--- config.mk ---
export PLATFORM = sky130hd
export DESIGN_NAME = lock_error_monitor
export DESIGN_NICKNAME = d
export VERILOG_FILES = /design/src/rtl/lock_mon_pkg.sv /design/src/rtl/lock_qual_counter.sv /design/src/rtl/lock_err_latch.sv /design/src/rtl/lock_clk_gate.sv /design/src/rtl/lock_error_monitor.sv
export SDC_FILE = /design/constraint.sdc
export NUM_CORES = 1
export LEC_CHECK = 0
export ABC_AREA = 1
export ABC_CLOCK_PERIOD_IN_PS = 4200
export BUFFER_PORTS_ARGS = -buffer_cell sky130_fd_sc_hd__buf_4
export CAP_MARGIN = 40
export CELL_PAD_IN_SITES_DETAIL_PLACEMENT = 2
export CELL_PAD_IN_SITES_GLOBAL_PLACEMENT = 2
export CORE_AREA = 2 2 59 61
export DETAILED_ROUTE_END_ITERATION = 8
export DIE_AREA = 0 0 61 63
export PLACE_DENSITY_LB_ADDON = 0.08
export SKIP_CTS_REPAIR_TIMING = 1
export SYNTH_ARGS = -nofsm -noshare
export SYNTH_HDL_FRONTEND = slang
export SYNTH_HIERARCHICAL = 1
export SYNTH_SLANG_ARGS = --single-unit
--- constraint.sdc ---
create_clock -name clk_i -period 4.2 [get_ports clk_i]
set_input_delay 0.42 -clock clk_i [delete_from_list [all_inputs] [get_ports clk_i]]
set_output_delay 0.42 -clock clk_i [all_outputs]
set_load 0.005 [all_outputs]
--- src/rtl/lock_mon_pkg.sv ---
package lock_mon_pkg;

  typedef enum logic [1:0] {
    RUN_FAULT = 2'd0,
    RUN_COUNT = 2'd1,
    RUN_DONE  = 2'd2
  } run_state_e;

  function automatic int unsigned run_cnt_w(int unsigned words);
    return (words < 2) ? 1 : $clog2(words + 1);
  endfunction

endpackage

--- src/rtl/lock_qual_counter.sv ---
module lock_qual_counter
  import lock_mon_pkg::*;
#(
  parameter int unsigned QUAL_WORDS = 3900
) (
  input  logic clk_i,
  input  logic rst_ni,
  input  logic clr_i,
  input  logic fault_i,
  input  logic tick_i,
  output logic qual_next_o
);
  localparam int unsigned CW = run_cnt_w(QUAL_WORDS);
  localparam logic [CW-1:0] LIMIT = CW'(QUAL_WORDS);

  logic [CW-1:0] cnt_q, cnt_d;
  run_state_e    state;

  always_comb begin
    if (cnt_q == LIMIT)        state = RUN_DONE;
    else if (cnt_q == '0)      state = RUN_FAULT;
    else                       state = RUN_COUNT;
  end

  always_comb begin
    cnt_d = cnt_q;
    if (clr_i || fault_i)                 cnt_d = '0;
    else if (tick_i && state != RUN_DONE) cnt_d = cnt_q + 1'b1;
  end

  always_ff @(posedge clk_i or negedge rst_ni) begin
    if (!rst_ni) cnt_q <= '0;
    else         cnt_q <= cnt_d;
  end

  assign qual_next_o = (cnt_d == LIMIT);

endmodule

--- src/rtl/lock_err_latch.sv ---
module lock_err_latch (
  input  logic clk_i,
  input  logic rst_ni,
  input  logic clr_i,
  input  logic qual_next_i,
  input  logic hold_i,
  output logic err_o
);
  logic err_q, err_d;

  // sticky while hold is high; release needs qualified stream and hold low
  always_comb begin
    if (clr_i) err_d = 1'b1;
    else       err_d = !qual_next_i || (err_q && hold_i);
  end

  always_ff @(posedge clk_i or negedge rst_ni) begin
    if (!rst_ni) err_q <= 1'b1;
    else         err_q <= err_d;
  end

  assign err_o = err_q;

endmodule

--- src/rtl/lock_clk_gate.sv ---
module lock_clk_gate #(
  parameter int unsigned N_CLK = 3
) (
  input  logic             clk_i,
  input  logic             rst_ni,
  input  logic             clr_i,
  input  logic             err_i,
  input  logic [N_CLK-1:0] src_i,
  output logic [N_CLK-1:0] gated_o
);
  for (genvar g = 0; g < N_CLK; g++) begin : g_gate
    logic en_q;
    // enable moves only while its source is low
    always_ff @(posedge clk_i or negedge rst_ni) begin
      if (!rst_ni)        en_q <= 1'b0;
      else if (clr_i)     en_q <= 1'b0;
      else if (!src_i[g]) en_q <= !err_i;
    end
    assign gated_o[g] = src_i[g] & en_q;
  end

endmodule

--- src/rtl/lock_error_monitor.sv ---
module lock_error_monitor #(
  parameter int unsigned QUAL_WORDS = 3900,
  parameter int unsigned N_CLK      = 3
) (
  input  logic             clk_i,
  input  logic             rst_ni,
  input  logic             srst_i,
  input  logic             word_tick_i,
  input  logic             stream_present_i,
  input  logic             frame_lock_i,
  input  logic             hold_i,
  input  logic [N_CLK-1:0] clk_src_i,
  output logic             err_o,
  output logic [N_CLK-1:0] clk_gated_o
);
  logic fault, qual_next;

  assign fault = !stream_present_i || !frame_lock_i;

  lock_qual_counter #(.QUAL_WORDS(QUAL_WORDS)) u_qual (
    .clk_i       (clk_i),
    .rst_ni      (rst_ni),
    .clr_i       (srst_i),
    .fault_i     (fault),
    .tick_i      (word_tick_i),
    .qual_next_o (qual_next)
  );

  lock_err_latch u_err (
    .clk_i       (clk_i),
    .rst_ni      (rst_ni),
    .clr_i       (srst_i),
    .qual_next_i (qual_next),
    .hold_i      (hold_i),
    .err_o       (err_o)
  );

  lock_clk_gate #(.N_CLK(N_CLK)) u_gate (
    .clk_i   (clk_i),
    .rst_ni  (rst_ni),
    .clr_i   (srst_i),
    .err_i   (err_o),
    .src_i   (clk_src_i),
    .gated_o (clk_gated_o)
  );

endmodule

# After elaboration in Yosys (flattened, before gate mapping)
# Index checks and enable logic that the tools add are counted.
[classes] addsub=1 n_eq_ne=6 n_mux=11 bitwise=3 reduce_logical=10
[ops] cell="$eq 12x12->1 const B" count=2
[ops] cell="$mux 12" count=2
[ops] cell="$add 12x1->12 const B" count=1
[ops] cell="$logic_not 12->1" count=1
[ops] cell="$mux 1" count=8
[ops] cell="$ne 2x2->1 const B" count=4
[ops] cell="$logic_not 1->1" count=4
[ops] cell="$and 1x1->1" count=3
[ops] cell="$logic_or 1x1->1" count=3
[ops] cell="$logic_and 1x1->1" count=2
[ops] cell="$mux 2" count=1
[totals] regBits=16 out_inout_bits=4 elab_cells=36

# Logic depth before layout (Yosys ltp)
# Gate-level depths: netlist of run 1.
[logic_depth] word_depth=11 mapped_depth=13 depth_no_buf=13

# Hierarchy
# The synthesis of run 1 kept the hierarchy.
[by_module_without_submodules] module="lock_qual_counter" n_inst=1 cells_each=119 area_per_inst_um2=799.5
[by_module_without_submodules] module="lock_clk_gate" n_inst=1 cells_each=23 area_per_inst_um2=157.7
[by_module_without_submodules] module="lock_err_latch" n_inst=1 cells_each=4 area_per_inst_um2=43.8
[by_module_without_submodules] module="lock_error_monitor" n_inst=1 cells_each=1 area_per_inst_um2=3.8

# Worst setup path before layout of run 1
# No wires, ideal clock.
[synth_path] kind="reg2reg" from="register u_qual.cnt_q[0]" to="register u_err.err_q (netlist: u_err/err_o)" setup_time_ns=0.080 t_arrival_ns=1.559 required_time_ns=4.120 setup_slack_ns=2.561 stages_incl_launch_ff=14 cell_sequence="dfrtp_1 -> inv_1 -> ha_1 -> nand2_1 -> nor2_2 -> nand3_4 -> nand3_1 -> nand2_1 -> nor2_1 -> nand2_1 -> nor2_1 -> nand3_1 -> nor2_1 -> nand3_2"
[synth_via] elab_chain_len=11 word_cells_on_any_way=13
[synth_lines] item="start, declared" line_no="lock_qual_counter.sv:16" source="logic [CW-1:0] cnt_q, cnt_d;"
[synth_lines] item="start signal, assigned" line_no="lock_qual_counter.sv:33" source="else cnt_q <= cnt_d;"
[synth_lines] item="parallel branches: the longest is 5 deep, another holds $add 12x1->12"
[synth_lines] item="$mux 12 *" line_no="lock_qual_counter.sv:28" source="else if (tick_i && state != RUN_DONE) cnt_d = cnt_q + 1'b1;"
[synth_lines] item="$mux 12 *" line_no="lock_qual_counter.sv:27" source="if (clr_i || fault_i) cnt_d = '0;"
[synth_lines] item="net u_qual.cnt_d[4]" line_no="lock_qual_counter.sv:16"
[synth_lines] item="$eq 12x12->1 *" line_no="lock_qual_counter.sv:36" source="assign qual_next_o = (cnt_d == LIMIT);"
[synth_lines] item="net qual_next" line_no="lock_error_monitor.sv:16" source="logic fault, qual_next;"
[synth_lines] item="$logic_not 1->1 *" line_no="lock_err_latch.sv:14" source="else err_d = !qual_next_i || (err_q && hold_i);"
[synth_lines] item="$logic_or 1x1->1 *" line_no="lock_err_latch.sv:14"
[synth_lines] item="$mux 1 *" line_no="lock_err_latch.sv:13" source="if (clr_i) err_d = 1'b1;"
[synth_lines] item="net u_err.err_d" line_no="lock_err_latch.sv:9" source="logic err_q, err_d;"
[synth_lines] item="end signal, assigned" line_no="lock_err_latch.sv:19" source="else err_q <= err_d;"
[synth_lines] item="end, declared" line_no="lock_err_latch.sv:9"
# Mark *: on every way through the listed nets, which the timed path passes.
# A chain may end at the register's enable or synchronous reset.

# Worst setup path in the final report of run 1
# Ends and elaborated chain as after synthesis.

==> flow_summary.yaml, run 1 <==
clock_network:
  numCtsBuffers: 3
  h-tree-depth: 1
  cts_root_buf: "clkbuf_4"
  cts.sinks: 16
  clkTransAtPathRegs_ns: 0.11
  clockBufferDepth: 2
  cts_tree: "yes"
  clock_latency_ns: 0.29
yosys:
  syn_area_um2: 1005
  syn_area_per_cell_um2: 6.835
  ys_warn_count: 6
  synth_cell_types: 21
  synth_top_area_frac: 0.3736
  synth.net_count: 159
  netlist_instances: 147
  ys_ff_latch: 16
  synth_area_leaders: "dfrtp_1 37%, nand2_1 15%, nand3_1 12%"
  ys_seq_area_frac: 0.3998
  yosysTopAreaCell: "dfrtp_1"
layout:
  nets: 176
  area_growth_pct: 19.18
  final_cell_area_um2: 1197
  n_antenna_cell: 0
  drive_gt1_frac: 0.1656
  num-fill-cells: 414
  fin_cells: 209
run:
  drv_cap: 0
sta:
  fmax_ghz: 0.4905
  slew_violations: 0
  maxSlewHeadroom: 0.3885
  skew_ns: 0.005835
  setup_ws_ns: 2.161
  rsz0062_at_grt: "false"
  period_share: 0.4854
  hold_viol_final: 0
  layout_min_cycle_time_ns: 2.039
  tightest_slew_ns: 0.9139
  setup_viol: 0
  hold-worst-slack_ns: 0.3360
  final.setup.tns_ns: 0
setup_path:
  end_kind: "flop"
  crit_arrival_ns: 2.27
  cp_max_fo: 5
  crit_required_ns: 4.44
  worst_setup_path_start_kind: "flop"
  rrSetupSlack_ns: 2.16
  critPathKind: "flop to flop"
place:
  dp.cells: 204
  pre_cts_ws_ns: 1.974
  portBuffers: 13
  dp_hpwl_mm: 2.476
  postPlaceCellArea_um2: 1151
  place.gp.congestion: 0.7732
grt:
  grt_pass1_vias: 1116
  grt_overflow: 0
  grt_usage: 0.1878
  antenna_found_initial: 0
  grt_max_degree: 17
  grt_pass1_wl_mm: 5.188
floorplanning:
  dieHeight_um: 63
  top_level_ports: 14
  start_util: 0.3109
  core-area_um2: 3232
  die_area_um2: 3843
  rows: 21
  die_x_um: 61
pwr:
  comb_power_share: 0.076
  power.leakage_nw: 0.6178
  pwr-share-seq: 0.545
  p_clk_frac: 0.380
  switching_share: 0.2420
  powerDensity_nw_per_um2: 237.9
  peakVddDrop_mv: 0.1097
  intPower_mw: 0.2159
  power.switching_mw: 0.06893
route:
  viasPerCell: 4.679
  drc: 0
  drt_wl_total_mm: 3.079
  vias: 978
  ant_nets: 0
  initialDrtViolationCount: 26
  wl_per_cell_um: 14.73
  dr.pass1.iters: 4
min_path:
  hp-class: "primary input to flop"
outcome:
  status: "complete, no violations"
==> worst max-delay path, stage by stage (launching register included) <==
cell and delay, ns:
dfrtp_1 0.45, inv_1 0.11, ha_1 0.17, nand2_1 0.07, nor2_2 0.20, nand3_1 0.14
nand2_1 0.08, nand2_1 0.05, nor2_1 0.21, nand2_1 0.07, nor2_1 0.14, nand3_1 0.09
nor2_1 0.12, nand3_2 0.08
==> worst paths after layout <==
check	start	endpoint	depth (start not counted)
setup / recovery	u_qual/cnt_q[0]	u_err/err_o	13
hold / removal	hold_i	u_err/err_o	3
setup reg to reg	u_qual/cnt_q[0]	u_err/err_o	13
hold reg to reg	u_gate/g_gate[2].en_q	u_gate/g_gate[2].en_q	2
max in group asynchronous	rst_ni	u_err/err_o	2
min in group asynchronous	rst_ni	u_qual/cnt_q[6]	2
==> synth_stat cells (all sizes together) <==
| master | n |
|---|---|
| nand3 | 26 |
| clkbuf | 1 |
| a21oi | 4 |
| ha | 2 |
| nand2 | 40 |
| nor2 | 21 |
| dfstp | 1 |
| nor3 | 2 |
| nand4 | 3 |
| dfrtp | 15 |
| inv | 29 |
| o21ai | 2 |
| buf | 1 |
==> power groups by stage <==
stage	clock (mW)	combinational (mW)	sequential (mW)
3_3_place_gp	0	0.0203	0.158
6_report	0.108	0.0216	0.155
5_1_grt	0.120	0.0242	0.155
4_1_cts	0.113	0.0216	0.155
2_1_floorplan	0	0.00780	0.158
3_5_place_dp	0	0.0215	0.158
==> flip-flops by register name (all words and copies together) (netlist names) <==
| name | flops |
|---|---|
| u_qual/cnt_q | 12 |
| u_gate/g_gate.en_q | 3 |
| u_err/err_o | 1 |
==> cell type report <==
type	instances	area (um^2)	area share
Clock buffer	4	36.28	0.03030
Sequential cell	16	401.6	0.3354
Multi-Input combinational cell	100	485.5	0.4054
Timing Repair Buffer	14	107.6	0.08986
Tap cell	46	57.56	0.04807
Inverter	29	108.9	0.09091
==> through the flow <==
stage / power [mW] / util
after global routing: 0.2995 / 0.3705
final: 0.2849 / 0.3705
after global placement: 0.1784 / 0.3562
after detailed placement: 0.1796 / 0.3562
after CTS: 0.2895 / 0.3674
after floorplan: 0.1657 / -
==> cells by family after synthesis <==
group,Yosys count,share of synthesized area
and+or+nand+nor,92,0.4284
buffers and inverters,31,0.1171
DFF,16,0.3998
AOI/OAI and AO/OA,6,0.02988
adders and majority gates,2,0.02490
==> per-layer routing <==
metal / global-route usage / up-vias / wire length, um
met5: 0 / - / 0
met4: 0.07065 / 0 / 33
met3: 0.03313 / 2 / 49
met2: 0.3306 / 5 / 1691
met1: 0.2177 / 481 / 1305
li1: - / 490 / -
==> placed cells by master, fill, tap and decap left out, types with 3 or more instances in the layout <==
master | synthesis | routed
dfrtp_1 | 15 | 15
a21oi_1 | 4 | 4
nand3_1 | 24 | 24
buf_4 | 0 | 13
inv_1 | 27 | 27
nor2_1 | 18 | 18
nand2_1 | 39 | 39
nand4_1 | 3 | 3
clkbuf_4 | 0 | 3
(Power assumes the default switching activity.)
==> run 2: changes to the inputs <==
--- a/config.mk
+++ b/config.mk
@@ -6,14 +6,14 @@
 export NUM_CORES = 1
 export LEC_CHECK = 0
 export ABC_AREA = 1
-export ABC_CLOCK_PERIOD_IN_PS = 4200
+export ABC_CLOCK_PERIOD_IN_PS = 1970
 export BUFFER_PORTS_ARGS = -buffer_cell sky130_fd_sc_hd__buf_4
 export CAP_MARGIN = 40
 export CELL_PAD_IN_SITES_DETAIL_PLACEMENT = 2
 export CELL_PAD_IN_SITES_GLOBAL_PLACEMENT = 2
-export CORE_AREA = 2 2 59 61
+export CORE_AREA = 2 2 61 63
 export DETAILED_ROUTE_END_ITERATION = 8
-export DIE_AREA = 0 0 61 63
+export DIE_AREA = 0 0 63 65
 export PLACE_DENSITY_LB_ADDON = 0.08
 export SKIP_CTS_REPAIR_TIMING = 1
 export SYNTH_ARGS = -nofsm -noshare
==> constraint.sdc (replaced) <==
create_clock -name clk_i -period 1.97 [get_ports clk_i]
set_input_delay 0.197 -clock clk_i [delete_from_list [all_inputs] [get_ports clk_i]]
set_output_delay 0.197 -clock clk_i [all_outputs]
set_load 0.005 [all_outputs]
==> flow_summary.yaml, run 2 (synthesis results as in run 1) <==
run:
  drv_cap: 0
layout:
  area_growth_pct: 33.50
  drive_gt1_frac: 0.3099
  layout_common_cells: "35 x nand2_1, 25 x inv_1, 21 x nand3_1, 20 x buf_4, 13 x dfrtp_1"
  largest_reg_flops: 12
  nets: 184
  seq_area_um2: 404.1
  final_cell_area_um2: 1341
  n_antenna_cell: 0
  final_common_cell: "nand2_1"
  fin_util: 0.3837
  top_register: "u_qual/cnt_q"
  multi_input_area_um2: 581.8
  num-fill-cells: 434
  fin_cells: 219
sta:
  skew_ns: 0.01186
  hold-worst-slack_ns: 0.1283
  slew_violations: 0
  final.setup.tns_ns: 0
  rsz0062_at_grt: "true"
  layout_min_cycle_time_ns: 1.906
  fmax_ghz: 0.5245
  setup_ws_ns: 0.06350
  setup_viol: 0
  period_share: 0.9678
  hold_viol_final: 0
  maxSlewHeadroom: 0.7858
  tightest_slew_ns: 0.3189
setup_path:
  cp_max_fo: 5
  r2r-end: "u_err/err_o"
  cp-endpoint: "u_err/err_o"
  crit_required_ns: 2.19
  cpPeakStageDelay_ns: 0.47
  critPathKind: "flop to flop"
  cp_cell_sequence: "inv_2 -> ha_4 -> nand2_4 -> nor2_4 -> nand3_4 -> nand2_1 -> nand2_1 -> nand3_1 -> nand2_1 -> nor2_2 -> nand3_1 -> nor2_2 -> nand3_2"
  crit_arrival_ns: 2.13
  end_kind: "flop"
  reg2reg_depth: 13
  rrSetupSlack_ns: 0.06
  worst_setup_path_start_kind: "flop"
  crit_path_top_delay_cell: "dfrtp_2"
  r2r-start: "u_qual/cnt_q[1]"
  crit_start: "u_qual/cnt_q[1]"
  cp_common_cell: "nand2_1"
place:
  dp.cells: 207
  place.gp.congestion: 0.7564
  postPlaceCellArea_um2: 1161
  portBuffers: 13
  dp_hpwl_mm: 2.325
  pre_cts_ws_ns: -0.07743
clock_network:
  cts.sinks: 16
  clkTransAtPathRegs_ns: 0.11
  cts_root_buf: "clkbuf_4"
  numCtsBuffers: 3
  cts_tree: "yes"
  h-tree-depth: 1
  clockBufferDepth: 2
  clock_latency_ns: 0.29
pwr:
  switching_share: 0.2590
  comb_power_share: 0.092
  power.switching_mw: 0.1505
  intPower_mw: 0.4306
  peakVddDrop_mv: 0.1651
  power.leakage_nw: 0.6636
  powerDensity_nw_per_um2: 433.3
  finalPower_mw: 0.5811
  p_clk_frac: 0.338
  pwr-share-seq: 0.570
grt:
  grt_overflow: 0
  grt_pass1_wl_mm: 5.071
  grt_max_degree: 17
  grt_usage: 0.1628
  antenna_found_initial: 0
  grt_pass1_vias: 1068
floorplanning:
  start_util: 0.2874
  die_area_um2: 4095
  dieHeight_um: 65
  top_level_ports: 14
  core-area_um2: 3496
  rows: 22
  die_x_um: 63
route:
  initialDrtViolationCount: 14
  drt_wl_total_mm: 3.284
  vias: 1036
  drc: 0
  viasPerCell: 4.731
  ant_nets: 0
  dr.pass1.iters: 4
  wl_per_cell_um: 15.00
outcome:
  status: "complete, no violations"
min_path:
  hp-class: "primary input to flop"
## run 2: cell types whose count changed in the layout (fill, tap and decap cells not counted), moves of 3 or more
cell / change
nor2_1: -6
nand2_2: +3
nand2_1: -4
nand3_2: +4
buf_4: +7
nor2_2: +4
nand3_1: -3
## run 2: worst min-delay path by stage
stage | startpoint | end | slack [ns] | cells past startpoint
2_1_floorplan | rst_ni | u_gate/g_gate[0].en_q | -0.1 | 0
3_3_place_gp | rst_ni | u_qual/cnt_q[4] | 0.08 | 1
3_5_place_dp | rst_ni | u_qual/cnt_q[4] | 0.09 | 1
4_1_cts | rst_ni | u_qual/cnt_q[4] | -0.25 | 1
5_1_grt | hold_i | u_err/err_o | 0.12 | 3
6_report | hold_i | u_err/err_o | 0.13 | 3
## run 2: critical path: cells and delay by family, from the launching register on
kind          cells  cell delay, ns
fa+ha+maj         1            0.15
buf+inv           1            0.10
flops             1            0.47
simple gates     11            1.12
## run 2: power groups by stage
stage | Clock (mW) | Sequential (mW) | Combinational, mW
2_1_floorplan | 0 | 0.337 | 0.0166
3_3_place_gp | 0 | 0.337 | 0.0443
3_5_place_dp | 0 | 0.337 | 0.0463
4_1_cts | 0.207 | 0.331 | 0.0464
5_1_grt | 0.222 | 0.332 | 0.0594
6_report | 0.196 | 0.331 | 0.0534
## run 2: area by class of cell
class                      instances  area share
timing repair buffer              21      0.1194
tap                               48     0.04478
inverter                          29     0.08116
multi-input combinational        101      0.4338
clock buffer                       4     0.01959
sequential                        16      0.3013
## run 2: per-layer routing
layer | vias up | global-route usage | share of wire
met2 | 28 | 0.2872 | 0.52
li1 | 506 | - | -
met3 | 2 | 0.02778 | 0.043
met5 | - | 0 | 0
met1 | 500 | 0.2022 | 0.43
met4 | 0 | 0.05000 | 0.0073
==> run 3: changes to the inputs <==
--- a/config.mk
+++ b/config.mk
@@ -11,11 +11,12 @@
 export CAP_MARGIN = 40
 export CELL_PAD_IN_SITES_DETAIL_PLACEMENT = 2
 export CELL_PAD_IN_SITES_GLOBAL_PLACEMENT = 2
-export CORE_AREA = 2 2 61 63
+export CORE_AREA = 2 2 68 57
 export DETAILED_ROUTE_END_ITERATION = 8
-export DIE_AREA = 0 0 63 65
+export DIE_AREA = 0 0 70 59
 export PLACE_DENSITY_LB_ADDON = 0.08
 export SKIP_CTS_REPAIR_TIMING = 1
+export SLEW_MARGIN = 20
 export SYNTH_ARGS = -nofsm -noshare
 export SYNTH_HDL_FRONTEND = slang
 export SYNTH_HIERARCHICAL = 1
==> flow_summary.yaml, run 3 (synthesis results as in run 1) <==
pwr:
  p_clk_frac: 0.448
  finalPower_mw: 0.6926
  switching_share: 0.2373
  pwr-share-seq: 0.478
  comb_power_share: 0.074
  peakVddDrop_mv: 0.4237
  intPower_mw: 0.5282
  power.switching_mw: 0.1644
  powerDensity_nw_per_um2: 505.1
  power.leakage_nw: 0.6762
sta:
  final.setup.tns_ns: 0
  maxSlewHeadroom: 0.8129
  fmax_ghz: 0.5246
  setup_viol: 0
  rsz0062_at_grt: "true"
  tightest_slew_ns: 0.2798
  hold-worst-slack_ns: 0.1715
  slew_violations: 0
  setup_ws_ns: 0.06363
  hold_viol_final: 0
  layout_min_cycle_time_ns: 1.906
  period_share: 0.9677
  skew_ns: 0.004411
clock_network:
  clockBufferDepth: 2
  clock_latency_ns: 0.26
  cts_root_buf: "clkbuf_8"
  h-tree-depth: 1
  numCtsBuffers: 3
  cts_tree: "yes"
  clkTransAtPathRegs_ns: 0.07
  cts.sinks: 16
floorplanning:
  dieHeight_um: 59
  die_x_um: 70
  top_level_ports: 14
  core-area_um2: 3376
  rows: 19
  die_area_um2: 4130
  start_util: 0.2976
route:
  drc: 0
  initialDrtViolationCount: 29
  wl_per_cell_um: 16.77
  vias: 1048
  dr.pass1.iters: 4
  drt_wl_total_mm: 3.555
  ant_nets: 0
  viasPerCell: 4.943
layout:
  top_register: "u_qual/cnt_q"
  area_growth_pct: 36.49
  seq_area_um2: 402.9
  fin_util: 0.4062
  multi_input_area_um2: 599.3
  fin_cells: 212
  nets: 183
  num-fill-cells: 416
  final_common_cell: "nand2_1"
  largest_reg_flops: 12
  n_antenna_cell: 0
  layout_common_cells: "34 x nand2_1, 25 x inv_1, 19 x buf_4, 15 x nand3_1, 14 x dfrtp_1"
  drive_gt1_frac: 0.3471
  final_cell_area_um2: 1371
grt:
  grt_use_met1: 0.2199
  grt_overflow: 0
  met2_usage: 0.2844
  grt_pass1_vias: 1021
  use_met3: 0.03741
  grt_max_degree: 17
  grt_pass1_wl_mm: 5.209
  grt_usage: 0.1682
  antenna_found_initial: 0
  grt.busiest_layer: "met2"
outcome:
  status: "complete, no violations"
setup_path:
  reg2reg_depth: 13
  cp_max_fo: 5
  critPathKind: "flop to flop"
  crit_arrival_ns: 2.09
  worst_setup_path_start_kind: "flop"
  rrSetupSlack_ns: 0.06
  crit_required_ns: 2.16
  end_kind: "flop"
min_path:
  holdPathStages: 3
  hp-class: "primary input to flop"
place:
  postPlaceCellArea_um2: 1154
  dp.cells: 201
  dp_hpwl_mm: 2.498
  place.gp.congestion: 0.7811
  pre_cts_ws_ns: -0.03494
  portBuffers: 13
run:
  drv_cap: 0
-- run 3: worst max-delay path, stage by stage, from the launching register on --
cell     delay, ns
dfrtp_1       0.43
inv_2         0.10
ha_4          0.15
nand2_4       0.05
nor2_4        0.16
nand3_4       0.14
nand3_2       0.09
nand2_1       0.07
nor2_2        0.14
nand2_1       0.08
nor2_2        0.15
nand3_2       0.08
nor2_2        0.12
nand3_2       0.07
-- run 3: worst paths after layout --
kind | start | end
max in group asynchronous | rst_ni | u_err/err_o
setup reg to reg | u_qual/cnt_q[1] | u_err/err_o
min in group asynchronous | rst_ni | u_qual/cnt_q[0]
hold reg to reg | u_gate/g_gate[0].en_q | u_gate/g_gate[0].en_q
hold / removal | hold_i | u_err/err_o
setup / recovery | u_qual/cnt_q[1] | u_err/err_o
-- run 3: area by class of cell --
type | instances | share of cell area
Timing Repair Buffer | 20 | 0.1113
Multi-Input combinational cell | 101 | 0.4370
Sequential cell | 16 | 0.2938
Inverter | 29 | 0.07938
Tap cell | 42 | 0.03832
Clock buffer | 4 | 0.04015
-- run 3: metal layers --
layer,part of all wire,vias up
met5,0,-
met4,0.0076,0
met3,0.020,2
met2,0.51,14
met1,0.46,526
li1,-,506
-- run 3: power by group through the flow --
stage               Sequential (mW)  Clock [mW]  Combinational, mW
floorplan                     0.337           0             0.0166
global placement              0.337           0             0.0445
detailed placement            0.337           0             0.0465
CTS                           0.330       0.323             0.0468
global route                  0.331       0.335             0.0582
finish                        0.331       0.310             0.0514
